File: config.mk
export PLATFORM = sky130hd
export DESIGN_NAME = srx_port
export DESIGN_NICKNAME = d
export VERILOG_FILES = /design/src/rtl/srxPkg.sv /design/src/rtl/srx_ctrl.sv /design/src/rtl/srx_datapath.sv /design/src/rtl/srx_port.sv
export SDC_FILE = /design/constraint.sdc
export NUM_CORES = 1
export LEC_CHECK = 0
export ABC_AREA = 1
export BUFFER_PORTS_ARGS = -buffer_cell sky130_fd_sc_hd__buf_4
export CAP_MARGIN = 0
export CORE_MARGIN = 2
export CORE_UTILIZATION = 50
export CTS_BUF_LIST = sky130_fd_sc_hd__clkbuf_4 sky130_fd_sc_hd__clkbuf_8
export DETAILED_ROUTE_END_ITERATION = 6
export GPL_TIMING_DRIVEN = 0
export HOLD_SLACK_MARGIN = 0.05
export PLACE_DENSITY = 0.77
export SETUP_SLACK_MARGIN = 0.02
export SYNTH_ARGS = -nofsm -noshare
export SYNTH_HDL_FRONTEND = slang
export SYNTH_SLANG_ARGS = --single-unit
export TNS_END_PERCENT = 100
File: constraint.sdc
create_clock -name clk -period 3 [get_ports clk]
set_input_delay 0.45 -clock clk [delete_from_list [all_inputs] [get_ports clk]]
set_output_delay 0.45 -clock clk [all_outputs]
set_load 0.05 [all_outputs]
File: src/rtl/srxPkg.sv
package srxPkg;

  typedef enum logic [1:0] {
    ST_IDLE,
    ST_WAIT,
    ST_SHIFT
  } srxState_t;

  typedef struct packed {
    logic capture;
    logic finish;
    logic clearCount;
  } srxStrobes_t;

endpackage

File: src/rtl/srx_ctrl.sv
module srx_ctrl
  import srxPkg::*;
#(
  parameter int TICK_DIV    = 2,
  parameter int FRAME_TICKS = 64,
  parameter int CNT_W       = 8
) (
  input  logic             clk,
  input  logic             rstN,
  input  logic [CNT_W-1:0] byteLimit,
  input  logic [CNT_W-1:0] byteCount,
  input  logic             byteReadyN,
  input  logic             byteStrobe,
  output logic             sclkTick,
  output logic             frameStrobe,
  output logic             dataReq,
  output srxStrobes_t      strobes
);

  localparam int DIV_W = (TICK_DIV > 1) ? $clog2(TICK_DIV) : 1;
  localparam int FRM_W = (FRAME_TICKS > 1) ? $clog2(FRAME_TICKS) : 1;
  localparam logic [CNT_W:0] ONE = 1;

  logic [DIV_W-1:0] divCnt;
  logic [FRM_W-1:0] frameCnt;
  logic             frameActive;
  srxState_t        state;
  logic [2:0]       bitsLeft;
  logic             frameEdge;
  logic             roomNow;
  logic             roomNext;
  logic             wantNext;

  assign sclkTick  = (divCnt == DIV_W'(TICK_DIV - 1));
  assign frameEdge = sclkTick && (frameCnt == FRM_W'(FRAME_TICKS - 1));
  assign roomNow   = {1'b0, byteCount} < {1'b0, byteLimit};
  assign roomNext  = ({1'b0, byteCount} + ONE) < {1'b0, byteLimit};
  assign wantNext  = !byteReadyN && roomNext;

  always_comb begin
    strobes            = '0;
    strobes.capture    = sclkTick && ((state == ST_WAIT && byteStrobe) || state == ST_SHIFT);
    strobes.finish     = sclkTick && (state == ST_SHIFT) && (bitsLeft == 3'd0);
    strobes.clearCount = frameEdge;
  end

  always_ff @(posedge clk) begin
    if (!rstN) begin
      divCnt      <= '0;
      frameCnt    <= '0;
      frameActive <= 1'b0;
      frameStrobe <= 1'b0;
      state       <= ST_IDLE;
      bitsLeft    <= '0;
      dataReq     <= 1'b0;
    end else begin
      frameStrobe <= frameEdge;
      divCnt      <= sclkTick ? '0 : divCnt + 1'b1;
      if (sclkTick) frameCnt <= frameEdge ? '0 : frameCnt + 1'b1;
      if (frameEdge) frameActive <= 1'b1;
      if (sclkTick) begin
        case (state)
          ST_IDLE: begin
            if (frameActive && !byteReadyN && roomNow) begin
              dataReq <= 1'b1;
              state   <= ST_WAIT;
            end
          end
          ST_WAIT: begin
            if (byteStrobe) begin
              state    <= ST_SHIFT;
              bitsLeft <= 3'd6;
            end
          end
          ST_SHIFT: begin
            if (bitsLeft == 3'd1) dataReq <= wantNext;
            if (bitsLeft == 3'd0) state <= dataReq ? ST_WAIT : ST_IDLE;
            else bitsLeft <= bitsLeft - 3'd1;
          end
          default: state <= ST_IDLE;
        endcase
      end
    end
  end

endmodule

File: src/rtl/srx_datapath.sv
module srx_datapath
  import srxPkg::*;
#(
  parameter int CNT_W = 8
) (
  input  logic             clk,
  input  logic             rstN,
  input  srxStrobes_t      strobes,
  input  logic             serData,
  output logic             byteValid,
  output logic [7:0]       byteData,
  output logic [CNT_W-1:0] byteCount
);

  logic [6:0] shiftReg;

  always_ff @(posedge clk) begin
    if (!rstN) begin
      shiftReg  <= '0;
      byteValid <= 1'b0;
      byteData  <= '0;
      byteCount <= '0;
    end else begin
      byteValid <= strobes.finish;
      if (strobes.capture) shiftReg <= {shiftReg[5:0], serData};
      if (strobes.finish) byteData <= {shiftReg, serData};
      // a frame edge wins over a byte finishing on the same tick
      if (strobes.clearCount) byteCount <= '0;
      else if (strobes.finish) byteCount <= byteCount + 1'b1;
    end
  end

endmodule

File: src/rtl/srx_port.sv
module srx_port
  import srxPkg::*;
#(
  parameter int TICK_DIV    = 2,
  parameter int FRAME_TICKS = 64,
  parameter int CNT_W       = 8
) (
  input  logic             clk,
  input  logic             rstN,
  input  logic [CNT_W-1:0] byteLimit,
  input  logic             byteReadyN,
  input  logic             byteStrobe,
  input  logic             serData,
  output logic             sclkTick,
  output logic             frameStrobe,
  output logic             dataReq,
  output logic             byteValid,
  output logic [7:0]       byteData
);

  srxStrobes_t      strobes;
  logic [CNT_W-1:0] byteCount;

  srx_ctrl #(
    .TICK_DIV   (TICK_DIV),
    .FRAME_TICKS(FRAME_TICKS),
    .CNT_W      (CNT_W)
  ) ctrl (
    .clk        (clk),
    .rstN       (rstN),
    .byteLimit  (byteLimit),
    .byteCount  (byteCount),
    .byteReadyN (byteReadyN),
    .byteStrobe (byteStrobe),
    .sclkTick   (sclkTick),
    .frameStrobe(frameStrobe),
    .dataReq    (dataReq),
    .strobes    (strobes)
  );

  srx_datapath #(
    .CNT_W(CNT_W)
  ) dp (
    .clk      (clk),
    .rstN     (rstN),
    .strobes  (strobes),
    .serData  (serData),
    .byteValid(byteValid),
    .byteData (byteData),
    .byteCount(byteCount)
  );

endmodule

==> metrics.csv <==
metric,value,unit
antennaDiodeCount,0,
worstPathRequired,3.23,ns
startpoint_type,flip-flop,
setup_viol,0,
rsz0062_at_grt,no,
total_leakage_power,1.26,nW
slew_headroom,72.6,%
root_buffer,clkbuf_8,
syn_avg_cell_area,7.57,sq um
pre_cts_slack,0.885,ns
rows,23,
cts_resized,0,
fin_nets,347,
finalCritPeriodShare,71.0,%
syn_inst,284,
status,completed,
dr.pass1.iters,4,
clock_latency,0.29,ns
die_w,69.6,um
die_area,4840,sq um
synth_cell_type_count,36,
cts_tree,yes,
clk_path_buf_depth,2,
grt_pass1_wl,7.04,mm
final_cells,366,
synth_edf_count,0,
drt_iter0_drc,65,
initial_core_util,53.0,%
slew_viol_final,0,
pin_count,25,
ys_seq_area_share,36.3,%
via_per_inst,4.98,
htree_levels,2,
finalHoldViolCount,0,
peakVddDrop,0.354,mV
globalRoute.totalOverflow,0,
async_reset_ff_share,0,%
synth_flop_cell,dfxtp_1,
grtUsageTotal,17.7,%
die_y,69.6,um
setup_tns,0,ns
cp_max_fo,5,
clock-sinks,39,
p_per_area,440,nW/um^2
cts_hold_buf,0,
coreArea,4060,sq um
worst_clock_skew,0.00664,ns
cts_buffers,5,
maxCapViolCount,0,
critPathArrivalTime,2.36,ns
drc,0,
path_class,reg2reg,
syn_to_final_growth,17.6,%
fin_crit,2.13,ns
end_kind,flip-flop,
ys_ff_latch,39,
io_buffers,24,
fin_ws,0.869,ns
worstMarginPinSlew,0.411,ns
grt_max_degree,13,
num_vias,1824,
ant_nets,0,
drive_gt1_share,17.7,%
power,1.11,mW
hpwlAfterDp,3.06,mm
place_congestion,0.810,
grt_pass1_vias,1701,
worst_hold_path_type,in2reg,
ys_warn_count,0,
netlist_area,2150,sq um
dp_cells,358,
fmax,469,MHz
routed_wl,4.06,mm
cts_setup_buffers,0,
antenna_found_initial,0,
syn-num-nets,316,
clk_pin_slew,0.08,ns
wl_per_cell,11.1,um
hold_ws,0.394,ns
[per-layer routing]
layer | global-route usage, % | up-vias | routed length, um
met2 | 31.1 | 25 | 1980
met3 | 4.07 | 6 | 163
met1 | 20.7 | 828 | 1850
met5 | 0 | - | 0
li1 | - | 965 | -
met4 | 6.97 | 0 | 59
[placed cells by master (no fill, tap or decap), types with 2 or more instances in the layout]
| cell type | n |
|---|---|
| nand2_2 | 4 |
| xnor2_1 | 3 |
| nor3_1 | 4 |
| dfxtp_1 | 39 |
| o21ai_0 | 19 |
| buf_6 | 4 |
| clkbuf_8 | 5 |
| ha_1 | 19 |
| and3_1 | 2 |
| a211oi_1 | 2 |
| nand2_4 | 3 |
| nand3_1 | 7 |
| nand2_1 | 46 |
| buf_4 | 25 |
| nor2_8 | 2 |
| nor2_1 | 53 |
| inv_1 | 34 |
| inv_2 | 2 |
| xor2_1 | 5 |
| a21oi_1 | 18 |
| bufinv_16 | 2 |
[per-stage QoR]
step	util (%)	area, sq um
4_1_cts	62.3	2530
5_1_grt	62.3	2530
3_3_place_gp	59.0	2390
6_report	62.3	2530
2_1_floorplan	-	2150
3_5_place_dp	59.0	2390
[final timing paths]
kind,from,to,slack [ns],depth (start not counted)
setup / recovery,dp.byteCount[0],ctrl.dataReq,0.87,12
hold / removal,serData,dp.byteData[0],0.39,3
setup reg to reg,dp.byteCount[0],ctrl.dataReq,0.87,12
hold reg to reg,ctrl.frameActive,ctrl.frameActive,0.46,2
[critical path: stages (launching register included)]
cell and delay (ns):
dfxtp_1 0.39, ha_1 0.22, nand3_1 0.13, nor2_1 0.14, xor2_1 0.24, ha_1 0.29, a21oi_1 0.16, o211ai_1 0.09
nor2_1 0.09, nand3_1 0.11, nand2_1 0.08, inv_1 0.04, nor2_1 0.09
[cell type report]
class                           instances  area (sq um)
Timing Repair Buffer                   24           180
Fill cell                             360          1530
Sequential cell                        39           781
Multi-Input combinational cell        199          1160
Tap cell                               50          62.6
Clock buffer                            6          76.3
Clock inverter                          2          60.1
Buffer                                  7          60.1
Inverter                               39           150
[registers in the layout, summed over array words and instances, names as in the netlist]
| name | count |
|---|---|
| ctrl.bitsLeft | 3 |
| ctrl.dataReq | 1 |
| ctrl.frameActive | 1 |
| ctrl.frameCnt | 6 |
| ctrl.frameStrobe | 1 |
| ctrl.sclkTick | 1 |
| ctrl.state | 2 |
| dp.byteCount | 8 |
| dp.byteData | 8 |
| dp.byteValid | 1 |
| dp.shiftReg | 7 |
[power by group]
part	internal [mW]	total (mW)	switching [mW]
registers	0.521	0.524	0.00285
logic	0.0280	0.0651	0.0371
clock network	0.341	0.523	0.182
total	0.891	1.11	0.221
[cells by family after synthesis]
| family | after synthesis | synth area share (%) |
|---|---|---|
| AND/OR/NAND/NOR | 126 | 26.8 |
| AO/OA/AOI/OAI | 46 | 12.7 |
| buffers and inverters | 46 | 9.78 |
| flip-flops | 39 | 36.3 |
| adder cells (fa/ha/maj) | 19 | 11.1 |
| XOR/XNOR | 8 | 3.26 |
[synthesized netlist by cell type, types with 2 or more instances]
library cell,n,area [sq um]
xor2_1,5,43.8
nand2_4,3,33.8
a211oi_1,2,15.0
ha_1,19,238
nor3_1,4,20.0
and3_1,2,12.5
nand3_1,7,35.0
nor2_1,53,199
xnor2_1,3,26.3
nand2_1,46,173
inv_1,34,128
dfxtp_1,39,781
buf_6,4,45.0
a21oi_1,18,90.1
inv_2,2,7.51
o21ai_0,19,95.1
nor2_8,2,40.0
nand2_2,4,25.0
Power figures use the tool's default switching activity.
